===== src/rtl/dsw_pkg.sv =====
// Shared types for the serial DAC write controller.
// Assumes nothing beyond a synthesizable enum encoding.
package dsw_pkg;

    // Controller phases in the order a frame walks through them
    typedef enum logic [2:0] {
        DSW_IDLE     = 3'd0,
        DSW_CS_SETUP = 3'd1,
        DSW_SHIFT    = 3'd2,
        DSW_CS_HOLD  = 3'd3,
        DSW_CS_GAP   = 3'd4
    } dsw_state_e;

endpackage


===== src/rtl/dsw_interval_timer.sv =====
// Down-counter that measures one programmable interval at a time.
// After a load with value N, `expired` is high in the (N+1)-th cycle.
// Assumes the caller reloads it at every phase change.
module dsw_interval_timer #(
    parameter int CNT_W = 8
) (
    input  logic             clk,
    input  logic             rst_n,
    input  logic             load,
    input  logic [CNT_W-1:0] load_val,
    output logic             expired
);

    logic [CNT_W-1:0] remain_q;

    // Load a new interval, or count the current one down to zero
    always_ff @(posedge clk) begin
        if (!rst_n) begin
            remain_q <= '0;
        end else if (load) begin
            remain_q <= load_val;
        end else if (remain_q != '0) begin
            remain_q <= remain_q - 1'b1;
        end
    end

    assign expired = (remain_q == '0);

endmodule


===== src/rtl/dsw_frame_shifter.sv =====
// Frame register that presents its most significant bit on the serial line.
// A load captures a full frame; a shift moves the next bit into the top position.
// Assumes load and shift are never requested in the same cycle.
module dsw_frame_shifter #(
    parameter int FRAME_W = 16
) (
    input  logic               clk,
    input  logic               rst_n,
    input  logic               load,
    input  logic               shift,
    input  logic [FRAME_W-1:0] frame_in,
    output logic               bit_out
);

    logic [FRAME_W-1:0] frame_q;

    // Capture a new frame or advance it by one bit
    always_ff @(posedge clk) begin
        if (!rst_n) begin
            frame_q <= '0;
        end else if (load) begin
            frame_q <= frame_in;
        end else if (shift) begin
            frame_q <= {frame_q[FRAME_W-2:0], 1'b0};
        end
    end

    assign bit_out = frame_q[FRAME_W-1];

endmodule


===== src/rtl/dac_serial_writer.sv =====
// Host-side master for a three-wire serial DAC link.
// It accepts one code per valid/ready handshake and sends it as a FRAME_W-bit
// frame, MSB first. Leading zeros pad a code narrower than the frame.
// The serial clock rests low. Data changes only when the serial clock falls.
// Chip select rises only once the serial clock has been quiet for the hold count.
// Assumes the cfg_* inputs are held stable while a frame is in progress.
module dac_serial_writer #(
    parameter int CODE_W  = 16,
    parameter int FRAME_W = 16,
    parameter int CNT_W   = 8
) (
    input  logic              clk,
    input  logic              rst_n,
    input  logic              in_valid,
    output logic              in_ready,
    input  logic [CODE_W-1:0] in_code,
    input  logic [CNT_W-1:0]  cfg_setup,
    input  logic [CNT_W-1:0]  cfg_half,
    input  logic [CNT_W-1:0]  cfg_hold,
    input  logic [CNT_W-1:0]  cfg_gap,
    output logic              dac_cs_n,
    output logic              dac_sclk,
    output logic              dac_sdo,
    output logic              done
);

    import dsw_pkg::*;

    localparam int BIT_W = (FRAME_W > 1) ? $clog2(FRAME_W) : 1;
    localparam int PAD_W = FRAME_W - CODE_W;
    localparam logic [BIT_W-1:0] LAST_IDX = BIT_W'(FRAME_W - 1);

    dsw_state_e       state_q, state_d;
    logic             cs_n_q, cs_n_d;
    logic             sclk_q, sclk_d;
    logic             done_q, done_d;
    logic [BIT_W-1:0] bit_q, bit_d;

    logic             tmr_load;
    logic [CNT_W-1:0] tmr_val;
    logic             tmr_expired;
    logic             sh_load;
    logic             sh_shift;
    logic [FRAME_W-1:0] frame_word;

    // Build the outgoing frame; a narrow code gets leading zero padding
    generate
        if (PAD_W > 0) begin : g_pad
            assign frame_word = {{PAD_W{1'b0}}, in_code};
        end else begin : g_full
            assign frame_word = in_code[FRAME_W-1:0];
        end
    endgenerate

    dsw_interval_timer #(
        .CNT_W(CNT_W)
    ) u_timer (
        .clk      (clk),
        .rst_n    (rst_n),
        .load     (tmr_load),
        .load_val (tmr_val),
        .expired  (tmr_expired)
    );

    dsw_frame_shifter #(
        .FRAME_W(FRAME_W)
    ) u_shifter (
        .clk      (clk),
        .rst_n    (rst_n),
        .load     (sh_load),
        .shift    (sh_shift),
        .frame_in (frame_word),
        .bit_out  (dac_sdo)
    );

    // Next-state and next-output decode for the frame sequence
    always_comb begin
        state_d  = state_q;
        cs_n_d   = cs_n_q;
        sclk_d   = sclk_q;
        done_d   = 1'b0;
        bit_d    = bit_q;
        tmr_load = 1'b0;
        tmr_val  = '0;
        sh_load  = 1'b0;
        sh_shift = 1'b0;
        unique case (state_q)
            DSW_IDLE: begin
                cs_n_d = 1'b1;
                sclk_d = 1'b0;
                if (in_valid) begin
                    state_d  = DSW_CS_SETUP;
                    cs_n_d   = 1'b0;
                    sh_load  = 1'b1;
                    bit_d    = LAST_IDX;
                    tmr_load = 1'b1;
                    tmr_val  = cfg_setup;
                end
            end
            DSW_CS_SETUP: begin
                if (tmr_expired) begin
                    state_d  = DSW_SHIFT;
                    sclk_d   = 1'b1;
                    tmr_load = 1'b1;
                    tmr_val  = cfg_half;
                end
            end
            DSW_SHIFT: begin
                if (tmr_expired) begin
                    tmr_load = 1'b1;
                    if (sclk_q) begin
                        sclk_d = 1'b0;
                        if (bit_q == '0) begin
                            state_d = DSW_CS_HOLD;
                            tmr_val = cfg_hold;
                        end else begin
                            sh_shift = 1'b1;
                            bit_d    = bit_q - 1'b1;
                            tmr_val  = cfg_half;
                        end
                    end else begin
                        sclk_d  = 1'b1;
                        tmr_val = cfg_half;
                    end
                end
            end
            DSW_CS_HOLD: begin
                if (tmr_expired) begin
                    state_d  = DSW_CS_GAP;
                    cs_n_d   = 1'b1;
                    done_d   = 1'b1;
                    tmr_load = 1'b1;
                    tmr_val  = cfg_gap;
                end
            end
            DSW_CS_GAP: begin
                if (tmr_expired) begin
                    state_d = DSW_IDLE;
                end
            end
            default: begin
                state_d = DSW_IDLE;
                cs_n_d  = 1'b1;
                sclk_d  = 1'b0;
            end
        endcase
    end

    // Register the phase, the link pins and the bit index
    always_ff @(posedge clk) begin
        if (!rst_n) begin
            state_q <= DSW_IDLE;
            cs_n_q  <= 1'b1;
            sclk_q  <= 1'b0;
            done_q  <= 1'b0;
            bit_q   <= '0;
        end else begin
            state_q <= state_d;
            cs_n_q  <= cs_n_d;
            sclk_q  <= sclk_d;
            done_q  <= done_d;
            bit_q   <= bit_d;
        end
    end

    assign in_ready = (state_q == DSW_IDLE);
    assign dac_cs_n = cs_n_q;
    assign dac_sclk = sclk_q;
    assign done     = done_q;

endmodule


===== config.mk =====
export PLATFORM = sky130hd
export DESIGN_NAME = dac_serial_writer
export DESIGN_NICKNAME = d
export VERILOG_FILES = /design/src/rtl/dsw_pkg.sv /design/src/rtl/dsw_interval_timer.sv /design/src/rtl/dsw_frame_shifter.sv /design/src/rtl/dac_serial_writer.sv
export SDC_FILE = /design/constraint.sdc
export NUM_CORES = 1
export LEC_CHECK = 0
export CORE_UTILIZATION = 49
export CTS_CLUSTER_DIAMETER = 60
export DETAILED_ROUTE_END_ITERATION = 6
export PLACE_DENSITY = 0.89
export SYNTH_ARGS = -nofsm -noshare
export SYNTH_HDL_FRONTEND = slang
export SYNTH_SLANG_ARGS = --single-unit

===== constraint.sdc =====
create_clock -name clk -period 2.85 [get_ports clk]
set_clock_uncertainty 0.1 [all_clocks]
set_input_delay 0.285 -clock clk [delete_from_list [all_inputs] [get_ports clk]]
set_output_delay 0.285 -clock clk [all_outputs]
set_load 0.01 [all_outputs]

* Word level (Yosys, flattened, before mapping)
Cells that the tools add are included.
** Word-level totals
- Output and inout port bits :: 5
- Bits in registers :: 34
- Input port bits :: 51
- Word-level logic and storage cells :: 76
- Bits in read-only memories :: 0
- Bits in latches :: 0
- Memories kept :: 0
- Bits in writable memories :: 0
** Cells by class
- Div/mod/pow operators :: 0
- Muxes and demuxes :: 38
- Bitwise gates (word level) :: 2
- Shift-type cells :: 0
- Reductions and logical operators :: 15
- Magnitude comparators :: 0
- Equality and inequality tests :: 12
- Multiply operators :: 0
- Add/subtract/negate cells :: 2
** Operators with widths (count)
- 8-bit two-way mux :: 8
- 16-bit two-way mux :: 2
- 8-bit one-hot mux with 4 select lines :: 1
- 3-bit two-way mux :: 7
- 4-bit two-way mux :: 4
- 2-bit != test (second input constant) :: 8
- 3-bit one-hot mux with 5 select lines :: 1
- 1-bit two-way mux :: 11
- 8-bit zero test :: 1
- 4-bit one-hot mux with 2 select lines :: 1
- 8-bit nonzero test :: 1
- 8-bit by 1-bit subtractor with 8-bit output (second input constant) :: 1
- 7-bit AND reduction :: 1
- 3-bit by 2-bit == test with 1-bit output (second input constant) :: 2
- 1-bit one-hot mux with 3 select lines :: 2
- 2-bit nonzero test :: 3
- 3-bit OR reduction :: 2
- 5-bit AND reduction :: 1
- 4-bit zero test :: 1
- 2-bit AND reduction :: 2
- 4-bit by 1-bit subtractor with 4-bit output (second input constant) :: 1
- 3-bit by 1-bit == test with 1-bit output (second input constant) :: 1
- 3-bit == test (second input constant) :: 1
- 3-bit zero test :: 1
- 4 further kinds :: 5

* Longest topological paths before layout
- Depth after elaboration :: 7
- Gate-level depth with buffers :: 8
- Mapped depth without buffers :: 6

* Modules after synthesis
A second synthesis with hierarchy kept.
** Unflattened totals
- Cells, all modules :: 226
- Area total of the unflattened synthesis :: 2104.5 µm²
** By module, submodules not included
- dsw_frame_shifter :: instances 1, area an instance 842.1 µm², cells each 70, seq. area each 320.3 µm²
- dac_serial_writer :: instances 1, area an instance 804.5 µm², cells each 105, seq. area each 200.2 µm²
- dsw_interval_timer :: instances 1, area an instance 457.9 µm², cells each 51, seq. area each 160.2 µm²

* Worst setup path before layout
OpenSTA, ideal clock, no wires.
- Path type :: register to register
- From :: reg u_timer.remain_q[0]
- To :: reg u_timer.remain_q[7]
- Required time :: 2.647 ns
- Clock period less this slack :: 2.027 ns
- Setup slack :: 0.823 ns
- Arrival :: 1.823 ns
- Buffers on the path :: 1
- Library setup time :: 0.103 ns
- Cell stages (with the launch flop) :: 8
- Cells stage by stage :: dfxtp_1 -> inv_1 -> ha_1 -> or4b_4 -> buf_6 -> nor4_4 -> a32oi_2 -> a2111oi_2
** Between the ends
- Longest elaborated chain between the ends :: 4
- Elaborated cells on any way between the ends :: 12
- Classes of those cells :: add/sub: 1; mux: 8; reduce/logical: 3
** RTL lines
- start: declaration :: RTL line dsw_interval_timer.sv:14 : logic [CNT_W-1:0] remain_q;
- start signal: assignment :: RTL line dsw_interval_timer.sv:21 : remain_q <= load_val;
- start signal: assignment :: RTL line dsw_interval_timer.sv:23 : remain_q <= remain_q - 1'b1;
- parallel branches: the longest is 4 deep, another holds 8-bit by 1-bit subtractor with 8-bit output
Several ways; the timed one is not identified. The select of a mux whose other input is x is not followed.
A chain may end at the register's enable or synchronous reset.

* Final worst setup path
- From :: reg u_timer.remain_q[0]
- To :: reg u_timer.remain_q[2]
The elaborated chain is that of the path after synthesis.

==> out/qor.txt <==
Die area = 4548 µm²
DRT Pass-1 Iters = 5
Vias in the first global route = 2019
Hold Buf Count CTS = 0
Layout Cells excl Fill = 362
Maxcap violations = 0
Routed WL = 5579 µm
Post-CTS setup buffer count = 0
Die W = 67.44 µm
Clock Sinks = 34
Register area share after synthesis = 32.44%
Worst Hold Class = register to register
Post-synth EDFFs = 0
Initial antenna violation count = 0
Vias per cell = 6.356
Fin. Hold Viols = 0
Tcrit/Tclk final = 77.19%
Layout cells sized above 1 = 7.372%
FF-to-FF path depth = 7
RR Startpoint = u_timer.remain_q[0]
Fin nets = 365
I/O Buffers = 55
IO Count = 56
Antenna diodes = 0
Residual DRC count = 0
Fillers = 331
Yosys top cell by area = dfxtp_1
Fin Setup TNS = 0 ns
Area delta synth->final = 32.02%
Post-synth top area share = 32.44%
Crit start category = register
Antenna viol nets, final = 0
Routed length per instance = 15.41 µm
CTS tree = done
RSZ-0062 raised after global routing = no
Critical path arrival = 2.29 ns
Total CTS buffers = 5
GP Congestion = 0.8720
Initial core utilization = 51.71%
GR Util All Layers = 26.31%
Register cell area after layout = 680.7 µm²
# resized after CTS = 0
Synth Flop Type = dfxtp_1
Critical path capture point = u_timer.remain_q[2]
Core ar. = 4058 µm²
DRT iter0 DRCs = 162
Area occupied by multi-input gates = 1257 µm²
Crit end category = register
Synth top cells by count = 34 x dfxtp_1, 34 x o21ai_0, 21 x nand3_1
Post-Syn Nets = 319
Fmax = 0.4546 GHz
Worst EP required = 2.94 ns
Top cells by area, synth = dfxtp_1 32%, o21ai_0 8.1%, nand3_1 5.0%, a31oi_1 4.8%, o31ai_1 4.3%
Reg clk slew, reported paths = 0.07 ns
Die height = 67.44 µm
Tightest Pin Transition = 0.6278 ns
Cell total after placement = 354
Worst R2R End = u_timer.remain_q[2]
Max-slew violations = 0
Mapped Cells = 265
Pwr Total = 2025 µW
Crit Path Max Fanout = 18
Leak = 0.0009438 µW
Largest net degree at the start of global routing = 41
Final global-route overflow total = 0
Root buf cell = clkbuf_8
Dpl hpwl = 3846 µm
Syn avg cell area = 7.918 µm²
Clk Latency, worst-skew pair = 0.29 ns
Final setup vio count = 0
Crit path time final = 2.200 ns
First-pass GRT wire length = 9190 µm
Longest Clk Path Bufs = 2
Synth warn = 0
Synthesized cell area = 2098 µm²
H-tree levels = 2
Vias = 2301
Max-slew headroom = 58.14%
Distinct cells, synth = 56
Crit path from = u_timer.remain_q[0]
Synth Register Bits = 34
Async set or reset register ratio after synthesis = 0%
Setup CP Type = register to register
Row count = 23
Outcome = complete, no violations
Worst VDD drop = 0.3764 mV
Power per cell area = 731.2 nW/µm²
Flop2flop setup slack = 0.65 ns
## flip-flops by register name (all words and copies together), names as in the netlist
| name | flops |
|---|---|
| u_timer.remain_q | 8 |
| dac_cs_n | 1 |
| dac_sclk | 1 |
| state_q | 3 |
| done | 1 |
| u_shifter.frame_q | 16 |
| bit_q | 4 |
## where the power goes
part | switching (µW) | internal [µW] | leakage (µW)
Sequential | 123 | 578 | 0.000281
Clock | 182 | 262 | 0.0000524
Combinational | 505 | 376 | 0.000610
## routing by layer
layer | up-vias | share of wire (%) | track usage, %
li1 | 1107 | - | -
met1 | 1074 | 44 | 34.16
met2 | 106 | 47 | 43.25
met3 | 14 | 7.7 | 4.899
met4 | 0 | 1.7 | 9.309
met5 | - | 0 | 0
## critical path, stage by stage, from the launching register on
cell and delay (ns):
dfxtp_1 0.34, inv_1 0.09, ha_1 0.15, or4b_4 0.53
nor2_1 0.23, buf_4 0.28, o21ai_0 0.14, a221oi_1 0.23
## final cells by class
type	count	share of cell area [%]
multi-input cells	193	45.39
inverters	14	1.897
clock inverters	1	1.084
repair buffers	63	22.04
clock buffers	7	2.755
flip-flops and latches	34	24.57
well taps	50	2.258
## stage by stage
| stage | hold WS, ns | utilization [%] | setup WS, ns | area (µm²) |
|---|---|---|---|---|
| 2_1_floorplan | 0.3210 | - | 0.8233 | 2098 |
| 3_3_place_gp | 0.3630 | 65.65 | 0.6437 | 2664 |
| 3_5_place_dp | 0.3730 | 65.65 | 0.5716 | 2664 |
| 4_1_cts | 0.3788 | 68.27 | 0.6684 | 2770 |
| 5_1_grt | 0.3925 | 68.27 | 0.5273 | 2770 |
| 6_report | 0.3826 | 68.27 | 0.6501 | 2770 |
## cell families after synthesis
family	Yosys count	synth area share [%]
AO/OA/AOI/OAI	111	34.29
flip-flops	34	32.44
adder cells (fa/ha/maj)	3	1.789
XOR/XNOR	4	1.670
AND/OR/NAND/NOR	75	22.18
buffers and inverters	38	7.633
## cells in the final DEF (no fill, tap or decap), types with 2 or more instances in the layout
cell	Yosys	routed
nor4_1	2	2
nand2b_1	3	3
a31oi_1	16	16
nor3_1	2	2
nand2_1	12	12
or3_1	3	3
a211oi_1	3	3
o21ai_1	11	11
nand3_1	21	21
a22oi_1	2	2
o31ai_1	12	12
a221oi_1	3	3
xnor2_1	2	2
ha_1	3	3
a311oi_1	3	3
clkdlybuf4s50_1	0	55
inv_1	13	13
clkbuf_1	20	2
a32oi_1	5	5
dfxtp_1	34	34
o211ai_1	3	3
xor2_1	2	2
nor2b_1	2	2
buf_4	0	8
nor2_1	7	7
clkbuf_8	0	5
or2_2	2	2
a21oi_1	8	8
nand4_1	3	3
o21ai_0	34	34
nor3b_1	3	3
or3b_1	2	2
## worst min-delay path by stage
stage / from / to / slack [ns] / cells after the start
after floorplan: in_code[0] / u_shifter.frame_q[0] / 0.32 / 2
after global placement: u_shifter.frame_q[4] / u_shifter.frame_q[5] / 0.36 / 2
after detailed placement: u_shifter.frame_q[1] / u_shifter.frame_q[2] / 0.37 / 2
after CTS: u_shifter.frame_q[7] / u_shifter.frame_q[8] / 0.38 / 2
after global routing: u_shifter.frame_q[14] / u_shifter.frame_q[15] / 0.39 / 2
final: u_shifter.frame_q[7] / u_shifter.frame_q[8] / 0.38 / 2
(Power assumes the default switching activity.)
